[config.mk]
export PLATFORM = sky130hd
export DESIGN_NAME = clkmon_irq_ctrl
export DESIGN_NICKNAME = d
export VERILOG_FILES = /design/src/rtl/clkmon_irq_ctrl.sv
export SDC_FILE = /design/constraint.sdc
export NUM_CORES = 1
export LEC_CHECK = 0
export BUFFER_PORTS_ARGS = -buffer_cell sky130_fd_sc_hd__buf_2
export CAP_MARGIN = 0
export CORE_AREA = 3 3 55 57
export DETAILED_ROUTE_END_ITERATION = 7
export DIE_AREA = 0 0 58 60
export GPL_ROUTABILITY_DRIVEN = 0
export GPL_TIMING_DRIVEN = 0
export PLACE_DENSITY = 0.8
export SLEW_MARGIN = 20
export SYNTH_ARGS = -nofsm -noshare
export SYNTH_HDL_FRONTEND = slang
export SYNTH_SLANG_ARGS = --single-unit
[constraint.sdc]
create_clock -name clk -period 3.2 [get_ports clk]
set_clock_uncertainty 0.05 [all_clocks]
set_input_delay 0.48 -clock clk [delete_from_list [all_inputs] [get_ports clk]]
set_output_delay 0.48 -clock clk [all_outputs]
set_load 0.05 [all_outputs]
[src/rtl/clkmon_irq_ctrl.sv]
module clkmon_irq_ctrl #(
  parameter int AW = 8,
  parameter logic [AW-1:0] VC_ADDR = 8'h0D,
  parameter logic [AW-1:0] ST_ADDR = 8'h0F,
  parameter logic [AW-1:0] EN_ADDR = 8'h10
) (
  input  logic          clk,
  input  logic          rst_n,
  input  logic [AW-1:0] addr,
  input  logic          wr_en,
  input  logic [7:0]    wr_data,
  output logic [7:0]    rd_data,
  input  logic          sync_alarm,
  input  logic          sec_lock,
  input  logic [3:0]    best_idx,
  input  logic          idx_on_sec,
  input  logic [1:0]    diff_valid,
  input  logic [1:0]    se_valid,
  output logic          irq
);

  logic        primed;
  logic        alm_q, alm_p, lck_q, lck_p, sec_q;
  logic [3:0]  idx_q, idx_p;
  logic [3:0]  val_q, val_p;
  logic        st_alm, st_lck, st_unq;
  logic [3:0]  st_vc, en;

  wire [3:0] val_in = {diff_valid, se_valid};

  always_ff @(posedge clk or negedge rst_n) begin
    if (!rst_n) begin
      primed <= 1'b0;
      alm_q <= 1'b0; alm_p <= 1'b0;
      lck_q <= 1'b0; lck_p <= 1'b0;
      idx_q <= '0;   idx_p <= '0;
      val_q <= '0;   val_p <= '0;
      sec_q <= 1'b0;
    end else begin
      primed <= 1'b1;
      alm_q  <= sync_alarm;
      lck_q  <= sec_lock;
      idx_q  <= best_idx;
      val_q  <= val_in;
      sec_q  <= idx_on_sec;
      alm_p  <= primed ? alm_q : sync_alarm;
      lck_p  <= primed ? lck_q : sec_lock;
      idx_p  <= primed ? idx_q : best_idx;
      val_p  <= primed ? val_q : val_in;
    end
  end

  wire ev_alm = alm_q & ~alm_p;
  wire ev_lck = lck_q ^ lck_p;
  wire ev_unq = sec_q & (idx_q == 4'd0) & (idx_p != 4'd0);
  wire [3:0] ev_vc = val_q ^ val_p;

  wire wr_st = wr_en && addr == ST_ADDR;
  wire wr_vc = wr_en && addr == VC_ADDR;
  wire wr_en_reg = wr_en && addr == EN_ADDR;

  always_ff @(posedge clk or negedge rst_n) begin
    if (!rst_n) begin
      st_alm <= 1'b1;
      st_lck <= 1'b1;
      st_unq <= 1'b1;
      st_vc  <= '0;
      en     <= '0;
    end else begin
      st_alm <= ev_alm | (st_alm & ~(wr_st & wr_data[7]));
      st_lck <= ev_lck | (st_lck & ~(wr_st & wr_data[6]));
      st_unq <= ev_unq | (st_unq & ~(wr_st & wr_data[4]));
      st_vc  <= ev_vc  | (st_vc & ~({4{wr_vc}} & wr_data[5:2]));
      if (wr_en_reg) en <= wr_data[5:2];
    end
  end

  always_comb begin
    rd_data = 8'h00;
    if (addr == ST_ADDR)      rd_data = {st_alm, st_lck, 1'b0, st_unq, 4'h0};
    else if (addr == VC_ADDR) rd_data = {2'b00, st_vc, 2'b00};
    else if (addr == EN_ADDR) rd_data = {2'b00, en, 2'b00};
  end

  assign irq = st_alm | st_lck | st_unq | |(st_vc & en);

  assert_alarm_set_R1: assert property (@(posedge clk) disable iff (!rst_n)
    (primed && alm_q && !alm_p) |=> st_alm);

  assert_lock_set_R2: assert property (@(posedge clk) disable iff (!rst_n)
    (primed && lck_q != lck_p) |=> st_lck);

  assert_unq_cause_R3: assert property (@(posedge clk) disable iff (!rst_n)
    $rose(st_unq) |-> $past(idx_q == 4'd0 && sec_q));

  assert_clear_only_R4: assert property (@(posedge clk) disable iff (!rst_n)
    $fell(st_alm) |-> $past(wr_en && addr == ST_ADDR && wr_data[7]));

  assert_en_hold_R8: assert property (@(posedge clk) disable iff (!rst_n)
    !(wr_en && addr == EN_ADDR) |=> $stable(en));

  always_comb
    if (rst_n && addr == ST_ADDR)
      assert_reserved_R9: assert (rd_data[5] == 1'b0 && rd_data[3:0] == 4'h0);

endmodule

==> impl_metrics.tcl <==
set metrics [dict create \
    status "finished clean" \
    cts.sinks 33 \
    syn_area_per_cell_um2 14.04 \
    postRouteAntennaNets 0 \
    min_path_type "in -> async" \
    die_h_um 60 \
    cts_made_buffers 5 \
    tns_ns 0 \
    irDropWorstVdd_mv 0.3060 \
    max_cap_viol_count 0 \
    setup_violations 0 \
    fin_cells 171 \
    ys_types 29 \
    diodes 0 \
    layout_commonest_cell "buf_2" \
    layout_min_cycle_time_ns 2.180 \
    clock.fmax_mhz 458.7 \
    dieArea_um2 3480 \
    startpoint_type "primary input" \
    power_mw 0.7401 \
    path_max_fanout 5 \
    arrival_ns 1.65 \
    cts.repair.resized 0 \
    design_area_um2 1639 \
    end_kind "output port" \
    io_pins 39 \
    hold_violations 0 \
    rsz0062_at_grt "no" \
    clkPwrFrac 0.285 \
    crit_type "in -> out" \
    drive_above_1_share 0.4610 \
    synth_area_um2 1376 \
    drt-wirelength-per-cell_um 14.10 \
    clk_latency_ns 0.32 \
    placement_rows 18 \
    period_share 0.6813 \
    grt_overflow 0 \
    fillCellCount 211 \
    tightest_slew_ns 0.7044 \
    area_delta_synth_final_pct 19.09 \
    htree_levels 2 \
    root_buffer "clkbuf_4" \
    viasPerCell 5.415 \
    layout_common_cells "35 x buf_2, 30 x dfrtp_1, 11 x mux2_2, 7 x nand4_1" \
    ctsLongestPathBuffers 2 \
    power_frac_comb 0.103 \
    grt_pass1_vias 940 \
    drt_pass1_iterations 4 \
    hpwlAfterDp_um 1816 \
    hold_buffers 0 \
    numPortBuffers 34 \
    dp.cells 163 \
    swShare 0.2402 \
    num-nets-final 170 \
    drcViolationCount 0 \
    yosys_warnings 0 \
    clk_pin_slew_ns 0.10 \
    internal-power_mw 0.5623 \
    relSlewSlack 0.5304 \
    p_leak_nw 0.7430 \
    seq_area_frac_synth 0.6027 \
    syn_inst 98 \
    vias 926 \
    grt_pass1_wl_um 4064 \
    drt_iter0_markers 19 \
    cp.required_ns 2.67 \
    routed_wl_um 2411 \
    antenna_found_initial 0 \
    initial_utilization 0.5456 \
    tritoncts "yes" \
    grt_max_degree 34 \
    die_w_um 58 \
    ys_ff_latch 33 \
    track_usage 0.1562 \
    dpl_cell_area_um2 1588 \
    slew_violations 0 \
    power_switching_mw 0.1777 \
    cts_setup_buffers 0 \
    p_seq_frac 0.612 \
    coreArea_um2 2522 \
    powerDensity_nw_per_um2 451.5 \
]
-- cells by family (layout without fill, tap and decap cells) --
kind of cell,after synthesis,count (layout),synth area share
flip-flops,33,33,0.6027
AND/OR/NAND/NOR,23,23,0.1209
multiplexers,15,15,0.1336
AO/OA/AOI/OAI,13,13,0.07455
buffers and inverters,7,49,0.03090
XOR/XNOR,5,5,0.03182
other,2,3,0.005457
-- critical path: stages --
cell and delay [ns]:
buf_2 0.11, nor4b_2 0.49, a32oi_1 0.18, nor2b_1 0.12
buf_2 0.26
-- synthesized netlist by cell type --
library cell  count  area, um2
or4_1             1      7.510
buf_2             1      5.000
a22o_1            1      8.760
nor4_1            1      6.260
a21o_1            5      37.54
xor2_1            5      43.79
mux2_4            4      60.06
clkbuf_1          1      3.750
nor4b_4           1      23.77
and4b_1           1      10.01
conb_1            2      7.510
nand2_1           1      3.750
nor2_1            3      11.26
nor2b_1           1      6.260
nand3_1           1      5.000
dfrtp_1          30      750.7
and4_1            2      17.52
a22oi_1           5      37.54
and3_1            1      6.260
buf_6             1      11.26
a32o_1            1      10.01
nand4_1           7      43.79
dfstp_2           3      78.83
nor4b_2           1      15.01
nor3_1            2      10.01
a32oi_1           1      8.760
inv_1             2      7.510
mux2_2           11      123.9
buf_4             2      15.01
-- layer usage --
| metal | share of wire | global-route usage | vias up |
|---|---|---|---|
| met4 | 0 | 0.04967 | 0 |
| met2 | 0.50 | 0.2677 | 37 |
| met3 | 0.083 | 0.06263 | 0 |
| li1 | - | - | 442 |
| met1 | 0.41 | 0.1791 | 447 |
| met5 | 0 | 0 | - |
-- final timing paths --
| check | start | end | slack, ns | cells past startpoint |
|---|---|---|---|---|
| max in group asynchronous | rst_n | val_p[0] | 2.50 | 1 |
| worst min register to register | sec_q | st_unq | 0.46 | 1 |
| min in group clk | sync_alarm | alm_q | 0.22 | 1 |
| worst min-delay path | rst_n | en[1] | 0.15 | 1 |
| worst max register to register | primed | val_p[1] | 1.89 | 2 |
| worst max-delay path | addr[2] | rd_data[4] | 1.02 | 5 |
-- layout make-up --
class	count	area, um2	share of cell area
sequential	33	829.5	0.5061
clock buffer	6	41.29	0.02519
inverter	2	7.507	0.004580
multi-input combinational	59	508.0	0.3099
buffer	5	35.03	0.02137
clock inverter	2	10.01	0.006107
timing repair buffer	34	170.2	0.1038
tap	30	37.54	0.02290
-- flip-flops by register name (all words and copies together), names as in the netlist --
signal,cells
alm_p,1
alm_q,1
en,4
idx_p,4
idx_q,4
lck_p,1
lck_q,1
primed,1
sec_q,1
st_alm,1
st_lck,1
st_unq,1
st_vc,4
val_p,4
val_q,4
-- metrics by stage --
stage	hold WS, ns	utilization	worst slack [ns]
after global placement	0.4223	0.6295	1.055
after global routing	0.1722	0.6498	0.8838
after detailed placement	0.4324	0.6295	1.014
final	0.1509	0.6498	1.020
after CTS	0.1506	0.6498	1.015
after floorplan	0.1344	-	0.9434
-- power by group through the flow --
stage / Clock [mW] / Sequential, mW / Combinational, mW
after global placement: 0 / 0.459 / 0.0742
after detailed placement: 0 / 0.461 / 0.0769
after global routing: 0.242 / 0.455 / 0.0846
after CTS: 0.222 / 0.453 / 0.0771
final: 0.211 / 0.453 / 0.0762
after floorplan: 0 / 0.458 / 0.0423
Note: power is estimated with default switching activity, not from simulation.
